`src/rtl/lcdseg_pkg.sv`:
```
`timescale 1ns/1ps
// Shared types and level-selector codes for the segment column loader.
package lcdseg_pkg;
    typedef enum logic [1:0] {
        ST_WAIT = 2'd0,   // waiting for the incoming enable token
        ST_LOAD = 2'd1,   // taking words, pointer running
        ST_PASS = 2'd2,   // row full, outgoing enable asserted
        ST_DONE = 2'd3    // row full, shift edges ignored
    } ld_state_t;

    localparam logic [1:0] LVL_V1 = 2'b00;
    localparam logic [1:0] LVL_V2 = 2'b01;
    localparam logic [1:0] LVL_V3 = 2'b10;
    localparam logic [1:0] LVL_V4 = 2'b11;
endpackage

```
`src/rtl/lcdseg_ptr.sv`:
```
`timescale 1ns/1ps
// One-hot write pointer and token state machine.
// Each stage covers one nibble group of columns. In wide mode a write
// covers two stages, so the pointer steps by two.
// Assumes: STAGES is even; edge strobes last one clk cycle.
module lcdseg_ptr
    import lcdseg_pkg::*;
#(
    parameter int STAGES = 60
) (
    input  logic              clk,
    input  logic              rst_n,
    input  logic              shift_fall,
    input  logic              row_fall,
    input  logic              wide,
    input  logic              tok_in,
    output logic [STAGES-1:0] wr_stage,
    output logic              tok_out
);
    ld_state_t         state;
    logic [STAGES-1:0] ptr;
    logic [STAGES-1:0] eff;
    logic [STAGES-1:0] nxt;
    logic              take;
    logic              last;

    // Effective position: a waiting block implicitly points at stage 0.
    always_comb begin
        eff = (state == ST_WAIT) ? {{(STAGES-1){1'b0}}, 1'b1} : ptr;
        nxt = wide ? (eff << 2) : (eff << 1);
        last = wide ? eff[STAGES-2] : eff[STAGES-1];
        take = shift_fall && !row_fall &&
               ((state == ST_WAIT && tok_in) || state == ST_LOAD);
    end

    // Stage write strobes: one stage, or a pair of stages in wide mode.
    always_comb begin
        wr_stage = '0;
        if (take) begin
            wr_stage = eff | (wide ? {eff[STAGES-2:0], 1'b0} : '0);
        end
    end

    // State and pointer update on shift and row edges.
    always_ff @(posedge clk) begin
        if (!rst_n) begin
            state <= ST_WAIT;
            ptr   <= '0;
        end else if (row_fall) begin
            state <= ST_WAIT;
            ptr   <= '0;
        end else if (shift_fall) begin
            case (state)
                ST_WAIT, ST_LOAD: begin
                    if (take) begin
                        if (last) begin
                            state <= ST_PASS;
                            ptr   <= '0;
                        end else begin
                            state <= ST_LOAD;
                            ptr   <= nxt;
                        end
                    end
                end
                ST_PASS: state <= ST_DONE;
                default: state <= ST_DONE;
            endcase
        end
    end

    // Outgoing token level.
    assign tok_out = (state == ST_PASS);

    AST_PTR_ONEHOT: assert property (@(posedge clk) disable iff (!rst_n)
        $onehot0(ptr));
    AST_PASS_ONE_EDGE: assert property (@(posedge clk) disable iff (!rst_n)
        (tok_out && shift_fall && !row_fall) |=> !tok_out);
    AST_REARM: assert property (@(posedge clk) disable iff (!rst_n)
        row_fall |=> (state == ST_WAIT && ptr == '0));
endmodule

```
`src/rtl/lcdseg_latch.sv`:
```
`timescale 1ns/1ps
// Row-wide input latch with direction mirroring, and the output latch.
// Physical column p takes logical column p (forward) or COLS-1-p (reverse).
// Assumes: COLS divisible by 2*NIB.
module lcdseg_latch #(
    parameter int COLS = 240,
    parameter int NIB  = 4,
    localparam int STG = COLS / NIB,
    localparam int BUS = 2 * NIB
) (
    input  logic            clk,
    input  logic            rst_n,
    input  logic [STG-1:0]  wr_stage,
    input  logic            wide,
    input  logic            rev,
    input  logic [BUS-1:0]  data,
    input  logic            row_fall,
    output logic [COLS-1:0] out_bits
);
    logic [COLS-1:0] in_q;
    logic [COLS-1:0] wr_col;
    logic [COLS-1:0] wbit;

    // Per-column write strobe and data bit, chosen by direction.
    for (genvar p = 0; p < COLS; p++) begin : g_col
        localparam int FS = p / NIB;
        localparam int FB = p % NIB;
        localparam int RS = (COLS - 1 - p) / NIB;
        localparam int RB = (COLS - 1 - p) % NIB;
        logic bit_f;
        logic bit_r;
        if (FS % 2 == 1) begin : g_fhi
            assign bit_f = wide ? data[NIB+FB] : data[FB];
        end else begin : g_flo
            assign bit_f = data[FB];
        end
        if (RS % 2 == 1) begin : g_rhi
            assign bit_r = wide ? data[NIB+RB] : data[RB];
        end else begin : g_rlo
            assign bit_r = data[RB];
        end
        assign wr_col[p] = rev ? wr_stage[RS] : wr_stage[FS];
        assign wbit[p]   = rev ? bit_r : bit_f;
    end

    // Input latch: strobed columns take new data.
    always_ff @(posedge clk) begin
        if (!rst_n) begin
            in_q <= '0;
        end else begin
            in_q <= (in_q & ~wr_col) | (wbit & wr_col);
        end
    end

    // Output latch: whole-row copy on the row edge.
    always_ff @(posedge clk) begin
        if (!rst_n) begin
            out_bits <= '0;
        end else if (row_fall) begin
            out_bits <= in_q;
        end
    end

    AST_INPUT_HOLD: assert property (@(posedge clk) disable iff (!rst_n)
        (wr_stage == '0) |=> $stable(in_q));
    AST_OUTPUT_HOLD: assert property (@(posedge clk) disable iff (!rst_n)
        !row_fall |=> $stable(out_bits));
endmodule

```
`src/rtl/lcdseg_level.sv`:
```
`timescale 1ns/1ps
// Per-column drive-level selector from latched bit and alternation.
// Assumes: codes follow lcdseg_pkg LVL_* encoding.
module lcdseg_level
    import lcdseg_pkg::*;
#(
    parameter int COLS = 240
) (
    input  logic              clk,
    input  logic              rst_n,
    input  logic [COLS-1:0]   bits,
    input  logic              alt,
    input  logic              disp_on,
    output logic [2*COLS-1:0] codes
);
    // One selector per column; blanking overrides data.
    for (genvar p = 0; p < COLS; p++) begin : g_lvl
        assign codes[2*p +: 2] = disp_on ? {~bits[p], alt} : LVL_V1;
    end

    AST_ALT_BIT: assert property (@(posedge clk) disable iff (!rst_n)
        disp_on |-> (codes[0] == alt));
endmodule

```
`src/rtl/lcdseg_loader.sv`:
```
`timescale 1ns/1ps
// Top: cascadable segment column loader.
// Samples the shift and row clocks with clk and acts on falling edges.
// Assumes: shift and row clock levels each last at least one clk cycle.
module lcdseg_loader #(
    parameter int COLS = 240,
    parameter int NIB  = 4,
    localparam int STG = COLS / NIB,
    localparam int BUS = 2 * NIB
) (
    input  logic              clk,
    input  logic              rst_n,
    input  logic              bus_wide,
    input  logic              dir_rev,
    input  logic [BUS-1:0]    data_in,
    input  logic              shift_clk,
    input  logic              row_clk,
    input  logic              alt,
    input  logic              disp_on,
    input  logic              en_a_i,
    output logic              en_a_o,
    output logic              en_a_oe,
    input  logic              en_b_i,
    output logic              en_b_o,
    output logic              en_b_oe,
    output logic [2*COLS-1:0] level_code
);
    logic            shift_q;
    logic            row_q;
    logic            shift_fall;
    logic            row_fall;
    logic            tok_in;
    logic            tok_out;
    logic [STG-1:0]  wr_stage;
    logic [COLS-1:0] out_bits;

    // Previous clock-line samples for edge detection.
    always_ff @(posedge clk) begin
        if (!rst_n) begin
            shift_q <= 1'b0;
            row_q   <= 1'b0;
        end else begin
            shift_q <= shift_clk;
            row_q   <= row_clk;
        end
    end

    // Falling edges and token pin routing.
    always_comb begin
        shift_fall = shift_q && !shift_clk;
        row_fall   = row_q && !row_clk;
        tok_in     = dir_rev ? en_b_i : en_a_i;
        en_a_oe    = dir_rev;
        en_b_oe    = !dir_rev;
        en_a_o     = dir_rev && tok_out;
        en_b_o     = !dir_rev && tok_out;
    end

    lcdseg_ptr #(.STAGES(STG)) u_ptr (
        .clk(clk), .rst_n(rst_n), .shift_fall(shift_fall), .row_fall(row_fall),
        .wide(bus_wide), .tok_in(tok_in), .wr_stage(wr_stage), .tok_out(tok_out)
    );

    lcdseg_latch #(.COLS(COLS), .NIB(NIB)) u_latch (
        .clk(clk), .rst_n(rst_n), .wr_stage(wr_stage), .wide(bus_wide),
        .rev(dir_rev), .data(data_in), .row_fall(row_fall), .out_bits(out_bits)
    );

    lcdseg_level #(.COLS(COLS)) u_level (
        .clk(clk), .rst_n(rst_n), .bits(out_bits), .alt(alt),
        .disp_on(disp_on), .codes(level_code)
    );

    AST_NO_WRITE_IDLE: assert property (@(posedge clk) disable iff (!rst_n)
        !shift_fall |-> (wr_stage == '0));
endmodule

```
`config.mk`:
```
export PLATFORM = sky130hd
export DESIGN_NAME = lcdseg_loader
export DESIGN_NICKNAME = d
export VERILOG_FILES = /design/src/rtl/lcdseg_pkg.sv /design/src/rtl/lcdseg_ptr.sv /design/src/rtl/lcdseg_latch.sv /design/src/rtl/lcdseg_level.sv /design/src/rtl/lcdseg_loader.sv
export SDC_FILE = /design/constraint.sdc
export NUM_CORES = 1
export LEC_CHECK = 0
export ABC_AREA = 0
export BUFFER_PORTS_ARGS = -buffer_cell sky130_fd_sc_hd__buf_2
export CORE_MARGIN = 2
export CORE_UTILIZATION = 41
export DETAILED_ROUTE_END_ITERATION = 8
export PLACE_DENSITY_LB_ADDON = 0.1
export SKIP_CTS_REPAIR_TIMING = 1
export SLEW_MARGIN = 40
export SYNTH_ARGS = -nofsm -noshare
export SYNTH_HDL_FRONTEND = slang
export SYNTH_SLANG_ARGS = --single-unit
```
`constraint.sdc`:
```
create_clock -name clk -period 14.2 [get_ports clk]
set_input_delay 3.55 -clock clk [delete_from_list [all_inputs] [get_ports clk]]
set_output_delay 3.55 -clock clk [all_outputs]
set_load 0.005 [all_outputs]
```
## Yosys cells after proc, flatten, opt, wreduce, memory -nomap -nowiden

Cells that the tools add are included.

- Shift-type cells: 0
- Equal/unequal tests: 3
- Multiply operators: 0
- Add/subtract/negate cells: 0
- Reduce and logical (&&, ||, !) cells: 17
- Mux-type cells: 322
- Divide/modulo/power cells: 0
- Order comparisons: 0
- Bitwise logic cells: 246

Operators with widths:

| kind | count |
|---|---|
| 2-bit 2-to-1 mux | 243 |
| 240-bit bitwise AND | 2 |
| 60-bit 2-to-1 mux | 5 |
| 1-bit inverter | 241 |
| 240-bit inverter | 1 |
| 240-bit OR | 1 |
| 1-bit 2-to-1 mux | 74 |
| 60-bit OR | 1 |
| 1-bit logical AND | 7 |
| 1-bit logical NOT | 4 |
| 2-bit OR reduction | 2 |
| 3-bit AND reduction | 1 |
| 2-bit by 1-bit equality test with 1-bit output, second input constant | 1 |
| 2-bit equality test, second input constant | 1 |
| 2-bit logical NOT | 1 |
| 2-bit by 1-bit != test with 1-bit output, second input constant | 1 |
| 2-bit AND reduction | 1 |
| 1-bit logical OR | 1 |

- Logic and storage cells: 594
- RAM bits: 0
- Bits in registers: 544
- Memories kept: 0
- Output and inout bits: 484
- Bits in read-only memories: 0
- Input port bits: 18
- Latch bits: 0

## Logic depth before layout (Yosys ltp)

- Word-level depth: 10
- Mapped depth: 8
- Gate-level depth less buffers: 4

## By module

From an unflattened synthesis, not the netlist that was laid out.

- Cell total of the unflattened synthesis: 2573
- Area, all modules: 26573.0 um^2

Modules (own cells, without submodules):

| module | seq. area each (um^2) | area an instance (um^2) | instances | cells each |
|---|---|---|---|---|
| lcdseg_latch | 9609.2 | 18116.1 | 1 | 1634 |
| lcdseg_level | 0.0 | 5138.7 | 1 | 507 |
| lcdseg_ptr | 1221.2 | 3210.6 | 1 | 421 |
| lcdseg_loader | 40.0 | 107.6 | 1 | 11 |

## Worst setup path before layout

No wires, ideal clock.

- Kind: input-to-output
- From: input port disp_on
- To: output port level_code[100]
- Required time: 10.650 ns
- Slack: 1.835 ns
- Stages on the path: 5
- Arrival time: 8.815 ns
- Buffers on the path: 4
- Cell sequence: clkbuf_1 > clkbuf_1 > clkbuf_1 > and2_1 > buf_4

- Cells in the longest elaborated chain, start to end: 1

Ends and longest elaborated chain:

| what | RTL line | source |
|---|---|---|
| start, declared | lcdseg_loader.sv:19 | `input logic disp_on,` |
| 2-bit 2-to-1 mux | lcdseg_level.sv:18 | `assign codes[2*p +: 2] = disp_on ? {~bits[p], alt} : LVL_V1;` |
| end, declared | lcdseg_loader.sv:26 | `output logic [2*COLS-1:0] level_code` |

No other way between the ends.

## Final worst setup path

- From: input port disp_on
- To: output port level_code[461]

The elaborated chain is that of the path after synthesis.

==> flow_metrics.tcl <==
set metrics [dict create \
    status "completed" \
    r2r_cells 6 \
    first_pass_iters 5 \
    synthTopCellsByArea "dfxtp_1 (43%), mux2i_1 (14%), nand2_1 (12%)" \
    worstReg2RegStart "row_q" \
    synth_flop_cell "dfxtp_1" \
    synth_enable_flop_cells 0 \
    max_slew_margin 0.456 \
    drc 0 \
    hp-class "register to register" \
    syn_inst 2839 \
    nFillCells 5969 \
    fin_nets 3001 \
    irDropWorstVdd_uv 80.1 \
    startpoint_type "input port" \
    via_per_inst 4.93 \
    drv_cap 0 \
    yosysMostFrequentCell "nand2_1" \
    vias 18800 \
    syn_area_um2 25400 \
    synth_nets 2857 \
    synth_warnings 0 \
    grt_max_degree 200 \
    io_buffers 501 \
    antenna_found_initial 2 \
    grt_overflow 0 \
    rsz0062_at_grt "no" \
    hold_path_depth 2 \
    rrSetupSlack_ps 11080 \
    syn_avg_cell_area_um2 8.96 \
    async_flop_share 0 \
    clock_path_buffers 3 \
    clkTransAtPathRegs_ps 60 \
    stdcell_count 3815 \
    design.core.area_um2 61500 \
    power_density_nw_per_um2 115 \
    critical_path_class "input port to primary output" \
    dieArea_um2 64100 \
    setup_violations 0 \
    met1_usage 0.268 \
    final_layout_size_suffix_gt1_frac 0.254 \
    fmax_ghz 0.111 \
    skew_ps 13.2 \
    die_w_um 253 \
    finalSetupTns_ps 0 \
    clk_latency_ps 620 \
    area_growth_pct 12.4 \
    crit_path_max_fanout 99 \
    cp_data_required_time_ps 10650 \
    die_y_um 253 \
    slew_violations 0 \
    seq_area_frac_synth 0.427 \
    busiest_layer "met2" \
    synth.cells.most_frequent "nand2_1 (784), dfxtp_1 (543), mux2i_1 (344), nor2b_1 (242), buf_4 (241)" \
    grtUsageTotal 0.198 \
    post-route-min-period_ps 9050 \
    gp_congestion 0.747 \
    reg2reg_to "u_ptr.ptr[25]" \
    synth-seq-cells 543 \
    synth.top_cell.area_share 0.427 \
    first_global_vias 17600 \
    power.leakage_uw 0.0108 \
    dr.first_iter.drc_count 946 \
    dp_cells 3712 \
    place_hpwl_um 42100 \
    root_buffer "clkbuf_16" \
    met2_usage 0.332 \
    rows 91 \
    antenna_left 0 \
    arrival_ps 5500 \
    max_slew.worst_pin.slew_ps 813 \
    hold_violations 0 \
    cts_sinks 543 \
    ios 502 \
    synthDistinctLibCells 40 \
    grt_pass1_wl_um 101000 \
    tritoncts "done" \
    met3_usage 0.0294 \
    crit_path_end_kind "primary output" \
    fin_crit_sh 0.637 \
    wl_um 66200 \
    cts_buffers 58 \
    synth_area_leader_cell "dfxtp_1" \
    wl_per_cell_um 17.4 \
    htreeDepth 2 \
    start_util 0.414 \
]
metrics by stage:
stage	total power [uW]	hold slack (ps)	cell area, um^2	util	setup slack [ps]
2_1_floorplan	1760	435	25400	-	1830
3_3_place_gp	1800	442	26500	0.431	5020
3_5_place_dp	1810	447	26700	0.434	4880
4_1_cts	3320	459	28500	0.464	4880
5_1_grt	3400	472	28600	0.465	4950
6_report	3270	457	28600	0.465	5150
layout make-up:
class                      instances  area (um^2)  share of cell area
antenna                            1         2.50           0.0000875
clock buffer                      89         1740              0.0608
clock inverter                    12          139             0.00486
inverter                           3         11.3            0.000394
multi-input combinational       1846        12000               0.419
sequential                       543        10900               0.380
tap                              790          988              0.0346
timing repair buffer             531         2850              0.0995
kinds of logic after synthesis:
| group | share of synthesized area |
|---|---|
| AO/OA/AOI/OAI | 0.129 |
| buffers and inverters | 0.105 |
| flip-flops | 0.427 |
| multiplexers | 0.153 |
| AND/OR/NAND/NOR | 0.186 |
critical path, stage by stage:
cell     delay (ps)
buf_6           310
buf_6           550
buf_4           590
nor2b_1         240
buf_2           140
placed cells by master (no fill, tap or decap), drive strengths merged, types with 3 or more instances in the layout:
cell     instances
clkinv           8
a21bo           14
a21oi           46
mux2            39
a21boi         240
and2             4
nand2b          16
clkbuf          89
o211ai           8
mux2i          344
nand2          784
bufinv           3
buf            531
a31oi           14
nor2b          242
o21ai            6
dfxtp          543
nor2            11
nor3             4
inv              4
o2bb2ai         56
per-layer routing:
layer / up-vias / wire, um / share of wire
met5: - / 13 / 0.00020
met4: 2 / 1060 / 0.016
met3: 76 / 2560 / 0.039
met2: 342 / 31100 / 0.47
met1: 9008 / 31500 / 0.47
li1: 9383 / - / -
worst max path at each step:
| stage | endpoint | slack, ps | from | cells past startpoint |
|---|---|---|---|---|
| final | level_code[461] | 5150 | disp_on | 5 |
| after floorplan | level_code[100] | 1830 | disp_on | 5 |
| after detailed placement | level_code[293] | 4880 | disp_on | 5 |
| after global placement | level_code[475] | 5020 | disp_on | 5 |
| after CTS | level_code[293] | 4880 | disp_on | 5 |
| after global routing | level_code[293] | 4950 | disp_on | 5 |
where the power goes:
group	total, uW	switching (uW)	internal, uW	leakage (uW)
clock	1510	618	888	0.000931
sequential	1530	0.868	1520	0.00437
combinational	242	149	93.0	0.00551
total	3270	768	2510	0.0108
Power figures use the tool's default switching activity.
